**config.mk**
```make
export PLATFORM = sky130hd
export DESIGN_NAME = mshr_file
export DESIGN_NICKNAME = d
export VERILOG_FILES = /design/src/rtl/mshr_pkg.sv /design/src/rtl/mshr_entry.sv /design/src/rtl/mshr_lookup.sv /design/src/rtl/mshr_scoreboard.sv /design/src/rtl/mshr_file.sv
export SDC_FILE = /design/constraint.sdc
export NUM_CORES = 1
export LEC_CHECK = 0
export ABC_AREA = 1
export BUFFER_PORTS_ARGS = -buffer_cell sky130_fd_sc_hd__buf_2
export CAP_MARGIN = 20
export CELL_PAD_IN_SITES_DETAIL_PLACEMENT = 0
export CELL_PAD_IN_SITES_GLOBAL_PLACEMENT = 1
export CORE_AREA = 2 2 236 238
export CTS_CLUSTER_DIAMETER = 80
export DETAILED_ROUTE_END_ITERATION = 6
export DIE_AREA = 0 0 238 240
export PLACE_DENSITY = 0.85
export SYNTH_ARGS = -nofsm -noshare
export SYNTH_HDL_FRONTEND = slang
export SYNTH_HIERARCHICAL = 1
export SYNTH_SLANG_ARGS = --single-unit
```
**constraint.sdc**
```tcl
create_clock -name clk -period 4.2 [get_ports clk]
set_input_delay 1.05 -clock clk [delete_from_list [all_inputs] [get_ports clk]]
set_output_delay 1.05 -clock clk [all_outputs]
set_load 0.05 [all_outputs]
```
**src/rtl/mshr_pkg.sv**
```systemverilog
package mshr_pkg;
  // Outcome of the miss-port decision for the current cycle
  typedef enum logic [1:0] {
    ACT_NONE  = 2'd0,
    ACT_ALLOC = 2'd1,
    ACT_MERGE = 2'd2,
    ACT_HOLD  = 2'd3
  } miss_act_e;
endpackage

```
**src/rtl/mshr_entry.sv**
```systemverilog
module mshr_entry #(
  parameter int LINE_W = 13,
  parameter int WORDS  = 8,
  parameter int REG_W  = 5
) (
  input  logic                     clk,
  input  logic                     rst_n,
  input  logic                     alloc_en,
  input  logic                     merge_en,
  input  logic                     free_en,
  input  logic [$clog2(WORDS)-1:0] word_sel,
  input  logic [REG_W-1:0]         dst_in,
  input  logic [LINE_W-1:0]        line_in,
  output logic                     valid_o,
  output logic [LINE_W-1:0]        line_o,
  output logic [WORDS-1:0]         wvalid_o,
  output logic [WORDS*REG_W-1:0]   wdst_o
);
  logic                   valid_q, valid_d;
  logic [LINE_W-1:0]      line_q, line_d;
  logic [WORDS-1:0]       wv_q, wv_d;
  logic [WORDS*REG_W-1:0] wd_q, wd_d;
  logic                   upd_en;

  assign upd_en = free_en | alloc_en | merge_en;

  always_comb begin
    valid_d = valid_q;
    line_d  = line_q;
    wv_d    = wv_q;
    wd_d    = wd_q;
    if (free_en) begin
      valid_d = 1'b0;
      wv_d    = '0;
    end else if (alloc_en) begin
      valid_d  = 1'b1;
      line_d   = line_in;
      wv_d     = '0;
      wv_d[word_sel] = 1'b1;
      wd_d[int'(word_sel)*REG_W +: REG_W] = dst_in;
    end else if (merge_en) begin
      wv_d[word_sel] = 1'b1;
      wd_d[int'(word_sel)*REG_W +: REG_W] = dst_in;
    end
  end

  always_ff @(posedge clk or negedge rst_n) begin
    if (!rst_n) begin
      valid_q <= 1'b0;
      line_q  <= '0;
      wv_q    <= '0;
      wd_q    <= '0;
    end else if (upd_en) begin
      valid_q <= valid_d;
      line_q  <= line_d;
      wv_q    <= wv_d;
      wd_q    <= wd_d;
    end
  end

  assign valid_o  = valid_q;
  assign line_o   = line_q;
  assign wvalid_o = wv_q;
  assign wdst_o   = wd_q;
endmodule

```
**src/rtl/mshr_lookup.sv**
```systemverilog
module mshr_lookup #(
  parameter int NUM_ENT = 4,
  parameter int LINE_W  = 13,
  parameter int WORDS   = 8
) (
  input  logic [NUM_ENT-1:0]         ent_valid,
  input  logic [NUM_ENT*LINE_W-1:0]  ent_line,
  input  logic [NUM_ENT*WORDS-1:0]   ent_wvalid,
  input  logic [LINE_W-1:0]          miss_line,
  input  logic [$clog2(WORDS)-1:0]   miss_word,
  input  logic                       fill_valid,
  input  logic [$clog2(NUM_ENT)-1:0] fill_id,
  output logic                       hit,
  output logic [$clog2(NUM_ENT)-1:0] hit_idx,
  output logic                       slot_busy,
  output logic                       fill_clash,
  output logic                       any_free,
  output logic [$clog2(NUM_ENT)-1:0] free_idx
);
  localparam int IDX_W = $clog2(NUM_ENT);

  always_comb begin
    hit      = 1'b0;
    hit_idx  = '0;
    any_free = 1'b0;
    free_idx = '0;
    for (int i = 0; i < NUM_ENT; i++) begin
      if (ent_valid[i] && ent_line[i*LINE_W +: LINE_W] == miss_line) begin
        hit     = 1'b1;
        hit_idx = IDX_W'(i);
      end
    end
    // descending walk leaves the lowest free index
    for (int i = NUM_ENT-1; i >= 0; i--) begin
      if (!ent_valid[i]) begin
        any_free = 1'b1;
        free_idx = IDX_W'(i);
      end
    end
  end

  assign slot_busy  = hit && ent_wvalid[int'(hit_idx)*WORDS + int'(miss_word)];
  assign fill_clash = hit && fill_valid && (fill_id == hit_idx);
endmodule

```
**src/rtl/mshr_scoreboard.sv**
```systemverilog
module mshr_scoreboard #(
  parameter int NREG  = 32,
  parameter int WORDS = 8,
  parameter int REG_W = 5
) (
  input  logic                   clk,
  input  logic                   rst_n,
  input  logic                   set_en,
  input  logic [REG_W-1:0]       set_reg,
  input  logic [WORDS-1:0]       clr_en,
  input  logic [WORDS*REG_W-1:0] clr_reg,
  input  logic [REG_W-1:0]       src_a,
  input  logic [REG_W-1:0]       src_b,
  input  logic [REG_W-1:0]       chk_reg,
  output logic [NREG-1:0]        empty_o,
  output logic                   dec_stall,
  output logic                   chk_busy
);
  logic [NREG-1:0] empty_q, empty_d;
  logic            upd_en;

  assign upd_en = set_en | (|clr_en);

  always_comb begin
    empty_d = empty_q;
    for (int w = 0; w < WORDS; w++) begin
      if (clr_en[w]) empty_d[clr_reg[w*REG_W +: REG_W]] = 1'b0;
    end
    if (set_en) empty_d[set_reg] = 1'b1;
  end

  always_ff @(posedge clk or negedge rst_n) begin
    if (!rst_n)      empty_q <= '0;
    else if (upd_en) empty_q <= empty_d;
  end

  assign empty_o   = empty_q;
  assign dec_stall = empty_q[src_a] | empty_q[src_b];
  assign chk_busy  = empty_q[chk_reg];
endmodule

```
**src/rtl/mshr_file.sv**
```systemverilog
module mshr_file #(
  parameter int NUM_ENT = 4,
  parameter int WORDS   = 8,
  parameter int NREG    = 32,
  parameter int ADDR_W  = 16,
  parameter int DATA_W  = 32
) (
  input  logic                          clk,
  input  logic                          rst_n,
  input  logic                          miss_valid,
  input  logic [ADDR_W-1:0]             miss_addr,
  input  logic [$clog2(NREG)-1:0]       miss_dst,
  output logic                          miss_stall,
  output logic                          mem_req_valid,
  output logic [ADDR_W-$clog2(WORDS)-1:0] mem_req_line,
  output logic [$clog2(NUM_ENT)-1:0]    mem_req_id,
  input  logic                          fill_valid,
  input  logic [$clog2(NUM_ENT)-1:0]    fill_id,
  input  logic [WORDS*DATA_W-1:0]       fill_data,
  output logic [WORDS-1:0]              wb_en,
  output logic [WORDS*$clog2(NREG)-1:0] wb_reg,
  output logic [WORDS*DATA_W-1:0]       wb_data,
  input  logic [$clog2(NREG)-1:0]       dec_src_a,
  input  logic [$clog2(NREG)-1:0]       dec_src_b,
  output logic                          dec_stall
);
  import mshr_pkg::*;

  localparam int IDX_W  = $clog2(NUM_ENT);
  localparam int WIDX_W = $clog2(WORDS);
  localparam int REG_W  = $clog2(NREG);
  localparam int LINE_W = ADDR_W - WIDX_W;

  logic [NUM_ENT-1:0]         ent_valid;
  logic [NUM_ENT*LINE_W-1:0]  ent_line;
  logic [NUM_ENT*WORDS-1:0]   ent_wvalid;
  logic [NUM_ENT*WORDS*REG_W-1:0] ent_wdst;
  logic [NREG-1:0]            sb_empty;

  logic [LINE_W-1:0] miss_line;
  logic [WIDX_W-1:0] miss_word;
  logic              hit, slot_busy, fill_clash, any_free, dst_busy, fill_hit;
  logic [IDX_W-1:0]  hit_idx, free_idx;
  miss_act_e         act;

  assign miss_line = miss_addr[ADDR_W-1:WIDX_W];
  assign miss_word = miss_addr[WIDX_W-1:0];
  assign fill_hit  = fill_valid && ent_valid[fill_id];

  mshr_lookup #(.NUM_ENT(NUM_ENT), .LINE_W(LINE_W), .WORDS(WORDS)) lookup_i (
    .ent_valid (ent_valid),
    .ent_line  (ent_line),
    .ent_wvalid(ent_wvalid),
    .miss_line (miss_line),
    .miss_word (miss_word),
    .fill_valid(fill_valid),
    .fill_id   (fill_id),
    .hit       (hit),
    .hit_idx   (hit_idx),
    .slot_busy (slot_busy),
    .fill_clash(fill_clash),
    .any_free  (any_free),
    .free_idx  (free_idx)
  );

  // Miss decision: destination hazard, then line match, then allocation
  always_comb begin
    act = ACT_NONE;
    if (miss_valid) begin
      if (dst_busy)                      act = ACT_HOLD;
      else if (hit) begin
        if (fill_clash || slot_busy)     act = ACT_HOLD;
        else                             act = ACT_MERGE;
      end else if (any_free)             act = ACT_ALLOC;
      else                               act = ACT_HOLD;
    end
  end

  assign miss_stall    = (act == ACT_HOLD);
  assign mem_req_valid = (act == ACT_ALLOC);
  assign mem_req_line  = miss_line;
  assign mem_req_id    = free_idx;

  genvar gi;
  generate
    for (gi = 0; gi < NUM_ENT; gi++) begin : g_ent
      logic alloc_en, merge_en, free_en;
      assign alloc_en = (act == ACT_ALLOC) && (free_idx == IDX_W'(gi));
      assign merge_en = (act == ACT_MERGE) && (hit_idx == IDX_W'(gi));
      assign free_en  = fill_hit && (fill_id == IDX_W'(gi));

      mshr_entry #(.LINE_W(LINE_W), .WORDS(WORDS), .REG_W(REG_W)) ent_i (
        .clk     (clk),
        .rst_n   (rst_n),
        .alloc_en(alloc_en),
        .merge_en(merge_en),
        .free_en (free_en),
        .word_sel(miss_word),
        .dst_in  (miss_dst),
        .line_in (miss_line),
        .valid_o (ent_valid[gi]),
        .line_o  (ent_line[gi*LINE_W +: LINE_W]),
        .wvalid_o(ent_wvalid[gi*WORDS +: WORDS]),
        .wdst_o  (ent_wdst[gi*WORDS*REG_W +: WORDS*REG_W])
      );
    end

    for (gi = 0; gi < WORDS; gi++) begin : g_wb
      assign wb_en[gi] = fill_hit && ent_wvalid[int'(fill_id)*WORDS + gi];
      assign wb_reg[gi*REG_W +: REG_W] =
        ent_wdst[(int'(fill_id)*WORDS + gi)*REG_W +: REG_W];
      assign wb_data[gi*DATA_W +: DATA_W] = fill_data[gi*DATA_W +: DATA_W];
    end
  endgenerate

  mshr_scoreboard #(.NREG(NREG), .WORDS(WORDS), .REG_W(REG_W)) sb_i (
    .clk      (clk),
    .rst_n    (rst_n),
    .set_en   ((act == ACT_ALLOC) || (act == ACT_MERGE)),
    .set_reg  (miss_dst),
    .clr_en   (wb_en),
    .clr_reg  (wb_reg),
    .src_a    (dec_src_a),
    .src_b    (dec_src_b),
    .chk_reg  (miss_dst),
    .empty_o  (sb_empty),
    .dec_stall(dec_stall),
    .chk_busy (dst_busy)
  );
endmodule

```
# After elaboration in Yosys (flattened, before gate mapping)
# Cells that the tools add are included.
totals:
  ff_bits: 280
  latchBits: 0
  ramBits: 0
  rom_bits: 0
  output_inout_bits: 322
  wordCells: 316
  n_memories: 0
op_classes:
  addsub: 9
  n_mul: 9
  div: 0
  n_lt_le_gt_ge: 32
  n_eq_ne: 17
  shift: 10
  mux: 115
  n_bitwise: 35
  n_reduce_logical: 72
ops:
  columns: ["op", "count"]
  rows:
  - ["160-bit by 10-bit variable part select with 5-bit output", 7]
  - ["40-bit 2-to-1 mux", 8]
  - ["32-bit 2-to-1 mux", 9]
  - ["32-bit AND", 8]
  - ["32-bit by 7-bit less-than comparator with 1-bit output (second input constant)", 8]
  - ["32-bit NOT", 8]
  - ["40-bit bitwise mux", 4]
  - ["160-bit by 9-bit variable part select with 5-bit output", 1]
  - ["8-bit 2-to-1 mux", 12]
  - ["5-bit by 6-bit less-than comparator with 1-bit output (second input constant)", 12]
  - ["6-bit by 3-bit multiplier with 9-bit output (second input constant)", 7]
  - ["1-bit binary-select mux with 5-bit select", 11]
  - ["13-bit == test", 4]
  - ["1-bit 2-to-1 mux", 49]
  - ["1-bit demux with 5-bit select", 9]
  - ["5-bit by 1-bit >= comparator with 1-bit output (second input constant)", 9]
  - ["5-bit by 33-bit variable shift with 40-bit output (first input constant)", 1]
  - ["5-bit by 33-bit variable part select with 40-bit output", 1]
  - ["1-bit logical AND", 38]
  - ["32-bit negation with 33-bit output", 1]
  - ["32-bit bitwise OR", 1]
  - ["8-bit bitwise OR", 4]
  - ["5-bit by 3-bit adder with 6-bit output (second input constant)", 4]
  - ["3-bit AND reduction", 8]
  - ["other kinds (22)", 75]

# Depth between registers and ports, before layout
logic_depth:
  word_depth: 25
  ltp_mapped: 27

# Cells and area by module
# Netlist, hierarchy kept.
by_module_without_submodules:
  columns: ["mod", "n_inst", "cells_each", "area_per_inst_um2", "seq_area_each_um2"]
  rows:
  - ["mshr_entry at g_ent[0].ent_i ...", 3, 294, 2716.4, 1551.5]
  - ["mshr_scoreboard", 1, 840, 4414.2, 800.8]
  - ["mshr_file", 1, 536, 3362.0, 0.0]
  - ["mshr_entry at g_ent[3].ent_i", 1, 294, 2718.9, 1551.5]
  - ["mshr_lookup", 1, 314, 1410.1, 0.0]

# Worst setup path before layout
# OpenSTA, ideal clock, no wires.
synth_path:
  path_kind: "input -> register"
  start: "input miss_addr[0]"
  end: "register g_ent[0].ent_i.line_q[10]"
  arrival_ns: 3.983
  slack_ns: 0.092
  path_stages: 21
  n_path_buf: 3
  cell_sequence: "buf_6 inv_4 buf_6 nand2_1 nand3_1 a21oi_1 or2_0 nand3b_1 nand2_1 inv_1 nor2_2 nor2_1 nand2_1 o21ai_0 inv_1 ha_1 inv_1 nor3_1 nand2_2 buf_2 mux2_2"
synth_via:
  elab_chain_len: 15
  elab_cells_between_ends: 17
synth_rtl:
  columns: ["element", "line", "source"]
  rows:
  - ["from (decl)", "mshr_file.sv:11", "input logic [ADDR_W-1:0] miss_addr,"]
  - ["5-bit by 3-bit adder with 6-bit output (*)", "mshr_lookup.sv:42", "assign slot_busy = hit && ent_wvalid[int'(hit_idx)*WORDS + int'(miss_word)];"]
  - ["1-bit binary-select mux with 5-bit select (*)", "mshr_lookup.sv:42", null]
  - ["1-bit 2-to-1 mux (not written as such) (*) (2 in series)", "mshr_lookup.sv:42", null]
  - ["1-bit logical AND (*)", "mshr_lookup.sv:42", null]
  - ["named net slot_busy", "mshr_file.sv:42", "logic hit, slot_busy, fill_clash, any_free, dst_busy, fill_hit;"]
  - ["1-bit logical OR (*)", "mshr_file.sv:72", "if (fill_clash || slot_busy) act = ACT_HOLD;"]
  - ["1-bit 2-to-1 mux (*)", "mshr_file.sv:72", null]
  - ["2-bit 2-to-1 mux (*)", "mshr_file.sv:71", "else if (hit) begin"]
  - ["2-bit 2-to-1 mux (*)", "mshr_file.sv:70", "if (dst_busy) act = ACT_HOLD;"]
  - ["2-bit 2-to-1 mux (*)", "mshr_file.sv:69", "if (miss_valid) begin"]
  - ["2-bit by 1-bit == test with 1-bit output (*)", null, null]
  - ["named net mem_req_valid", "mshr_file.sv:14", "output logic mem_req_valid,"]
  - ["1-bit logical AND (*)", "mshr_file.sv:88", "assign alloc_en = (act == ACT_ALLOC) && (free_idx == IDX_W'(gi));"]
  - ["named net g_ent[0].alloc_en", "mshr_file.sv:87", "logic alloc_en, merge_en, free_en;"]
  - ["1-bit bitwise OR (2 in series)", "mshr_entry.sv:25", "assign upd_en = free_en | alloc_en | merge_en;"]
  - ["3-bit AND reduction (no line) (*)", null, null]
  - ["to (signal assigned)", "mshr_entry.sv:55", "line_q <= line_d;"]
  - ["to (decl)", "mshr_entry.sv:20", "logic [LINE_W-1:0] line_q, line_d;"]
# The timed path passes the listed nets; every way through them passes the cells marked *. The select of a mux whose other input is x is not followed.
# A chain may end at the register's enable or synchronous reset.

# Worst setup path after layout
layout_path:
  start: "input miss_dst[0]"
  end: "output miss_stall"
layout_via:
  elab_chain_len: 5
layout_rtl:
  columns: ["element", "line", "source"]
  rows:
  - ["from (decl)", "mshr_file.sv:12", "input logic [$clog2(NREG)-1:0] miss_dst,"]
  - ["1-bit binary-select mux with 5-bit select", "mshr_scoreboard.sv:39", "assign chk_busy = empty_q[chk_reg];"]
  - ["1-bit 2-to-1 mux (not written as such)", "mshr_scoreboard.sv:39", null]
  - ["named net dst_busy", "mshr_file.sv:42", null]
  - ["2-bit 2-to-1 mux", "mshr_file.sv:70", null]
  - ["2-bit 2-to-1 mux", "mshr_file.sv:69", null]
  - ["2-bit == test", "mshr_file.sv:79", "assign miss_stall = (act == ACT_HOLD);"]
  - ["to (decl)", "mshr_file.sv:13", "output logic miss_stall,"]
# The timed path passes the listed nets, and every way through them passes these cells. The select of a mux whose other input is x is not followed.

==> flow_summary_export.csv <==
group,metric,value,unit
synth,synth_area_per_cell,7.00,sq um
finish,stdcell_count,3522,
timing,period_share,0.979,
synth,yosys_warnings,6,
place,gp_congestion,1.01,
pwr,pwr-share-comb,0.360,
synth,ys_seq_elements,280,
timing,tightest_slew,0.792,ns
floorplanning,die_height,240,microns
synth,synth_seq_area_share,0.349,
detailed_routing,drc,0,
pwr,internal_power,0.00685,W
critical_path,worst-setup-path-type,"primary input to output port",
clock_network,tritoncts,"built",
floorplanning,die_area,57100,sq um
timing,slew_headroom,0.472,
timing,fin_worst_skew,0.0403,ns
finish,nets,3104,
pwr,p_per_area,543,nW/um^2
finish,fillers,5795,
synth,post-synth-top-count-cell,"nand2_1",
job,drv_cap,0,
clock_network,cts_buffer_depth,3,
critical_path,crit_arrival,3.06,ns
pwr,p_leak,10.8,nW
timing,grt_setup_unrepaired,"yes",
place,hpwl,59200,microns
synth,yosys.area.top_type,"dfrtp_1",
pwr,ir_worst_vdd,357,uV
finish,diodes,0,
synth,synth_top_area_frac,0.349,
floorplanning,die_w,238,microns
synth,yosys.cell_types.count,43,
global_route,grt_pass1_wl,115000,microns
finish,fin_util,0.392,
detailed_routing,wl_per_cell,21.9,microns
floorplanning,start_util,0.367,
global_route,grt_start_max_net_pins,99,
floorplanning,core-area,54700,sq um
clock_network,cts_made_buffers,35,
clock_network,cts_num_sinks,280,
detailed_routing,routed_wl,77000,microns
synth,synth_ff_type,"dfrtp_1",
critical_path,cp.required,3.15,ns
floorplanning,rows,86,
outcome,status,"finished, final reports clean",
pwr,netSwitchingFraction,0.410,
timing,drv_slew,0,
critical_path,crit_path_start_kind,"primary input",
place,portBuffers,102,
pwr,switching_power,0.00477,W
timing,fmax,243,MHz
floorplanning,io_pins,615,
critical_path,path_max_fanout,12,
global_route,antenna_found_initial,0,
synth,synth_common_cells,"nand2_1, nand3_1, buf_4, dfrtp_1, nor2_1",
pwr,p_total,0.0116,W
pwr,p_seq_frac,0.373,
finish,multiInputGateArea,9810,sq um
clock_network,root_buffer,"clkbuf_16",
critical_path,end_kind,"output port",
finish,drive_gt1_frac,0.164,
detailed_routing,drt_iter0_markers,2322,
synth,synth_area_leaders,"dfrtp_1, nand2_1, buf_4",
timing,period_needed,4.11,ns
pwr,clkPwrFrac,0.267,
synth,syn_inst,2866,
synth,syn_nets,3178,
worst_hold_path,hp-class,"flop to flop",
clock_network,htreeDepth,2,
timing,setup_violations,0,
global_route,grt_usage,0.264,
detailed_routing,first_pass_iters,6,
synth,synth-edff-count,0,
global_route,grt_pass1_vias,18200,
finish,register_area,7010,sq um
detailed_routing,via_count,19200,
detailed_routing,ant_nets,0,
global_route,overflow,0,
detailed_routing,vias_per_cell,5.46,
clock_network,clk-insertion-delay-late,0.57,ns
place,dp_cells,3458,
synth,netlist_area,20100,sq um
timing,hold_viol_final,0,
finish,syn_to_final_growth,6.82,%
synth,async_flop_share,1.00,
clock_network,clk_pin_slew,0.05,ns
[power groups by stage]
stage	sequential, W	combinational, W	clock, W
final	0.00434	0.00418	0.00310
after global routing	0.00446	0.00460	0.00326
after CTS	0.00433	0.00412	0.00316
after detailed placement	0.00436	0.00410	0
after global placement	0.00435	0.00405	0
after floorplan	0.00410	0.00350	0
[layout by cell type, fill, tap and decap left out, types with 5 or more instances in the layout]
cell,instances
dfrtp_1,280
clkbuf_8,6
clkbuf_4,5
or2_2,6
a21oi_1,15
inv_2,33
o21ai_0,72
clkinv_2,8
o22ai_1,39
ha_1,18
xnor2_1,6
nor3_1,117
mux2_2,52
clkbuf_16,36
nand2_1,919
buf_12,16
nor2_1,215
o21ai_1,5
buf_2,91
nand4_1,13
nand2_2,19
nand3_1,368
nor2_2,22
nor2_4,24
inv_1,194
buf_4,109
a22oi_1,67
[repair_timing]
| action | in CTS | in global routing |
|---|---|---|
| pin swaps | 1 | 2 |
| resized for setup | 6 | 23 |
| endpoints found under the setup margin | 2 | 21 |
| cloned | 0 | 0 |
| hold buffers | 0 | 0 |
| setup buffers | 0 | 1 |
[sequential cells by signal (all words and copies together) (netlist names)]
name                  flops
g_ent.ent_i/wdst_o      160
g_ent.ent_i/line_o       52
g_ent.ent_i/wvalid_o     32
sb_i/empty_o             32
g_ent.ent_i/valid_o       4
[cell type report]
class / instances / share of cell area
multi-input combinational: 2018 / 0.458
sequential: 280 / 0.327
timing repair buffer: 225 / 0.0784
clock buffer: 46 / 0.0466
tap: 704 / 0.0411
inverter: 232 / 0.0411
clock inverter: 17 / 0.00794
[path summary, 6_finish.rpt]
| kind | start | endpoint | slack, ns | depth (start not counted) |
|---|---|---|---|---|
| worst max-delay path | miss_dst[0] | miss_stall | 0.09 | 16 |
| worst min-delay path | g_ent[0].ent_i/wdst_o[24] | g_ent[0].ent_i/wdst_o[24] | 0.47 | 2 |
| worst max register to register | g_ent[1].ent_i/valid_o | g_ent[2].ent_i/wdst_o[38] | 0.64 | 25 |
| worst min register to register | g_ent[0].ent_i/wdst_o[24] | g_ent[0].ent_i/wdst_o[24] | 0.47 | 2 |
| max in group asynchronous | rst_n | g_ent[2].ent_i/wvalid_o[1] | 2.76 | 2 |
| min in group asynchronous | rst_n | g_ent[2].ent_i/line_o[0] | 0.53 | 1 |
[cells by family after synthesis]
logic type	synth area share
buffers and inverters	0.164
adders and majority gates	0.0119
AOI/OAI and AO/OA	0.0677
muxes	0.0292
xor gates and xnor gates	0.00393
and+or+nand+nor	0.373
DFF	0.349
[through the flow]
stage	worst slack (ns)	setup TNS, ns	hold WS [ns]	cell area (sq um)
after global placement	-0.169	-10.98	0.453	20200
after floorplan	0.0921	0	0.442	20100
final	0.0876	0	0.470	21400
after CTS	0.00365	0	0.472	21400
after detailed placement	-0.193	-14.76	0.459	20200
after global routing	-0.0379	-0.0379	0.486	21400
[worst max-delay path, cell delays in order]
cell and delay (ns):
buf_2 0.13, buf_4 0.19, a21oi_1 0.08, o21ai_1 0.08, nand3_1 0.19, nand2_1 0.12, nand2_1 0.06, nand2_1 0.06
nand2_1 0.05, nand2_1 0.14, buf_12 0.14, nor2_1 0.05, a21boi_1 0.18, buf_4 0.15, ha_2 0.20, buf_6 0.16
[layer usage]
metal  GRT usage  up-vias  routed length, microns  share of wire
met2       0.395     1092                   33200           0.43
met4       0.127        4                    3990          0.052
met1       0.340     8980                   30500           0.40
met3      0.0889      236                    9090           0.12
met5      0.0165        -                     126         0.0016
li1            -     8901                       -              -
No activity file was read; power rests on OpenSTA's default activity.
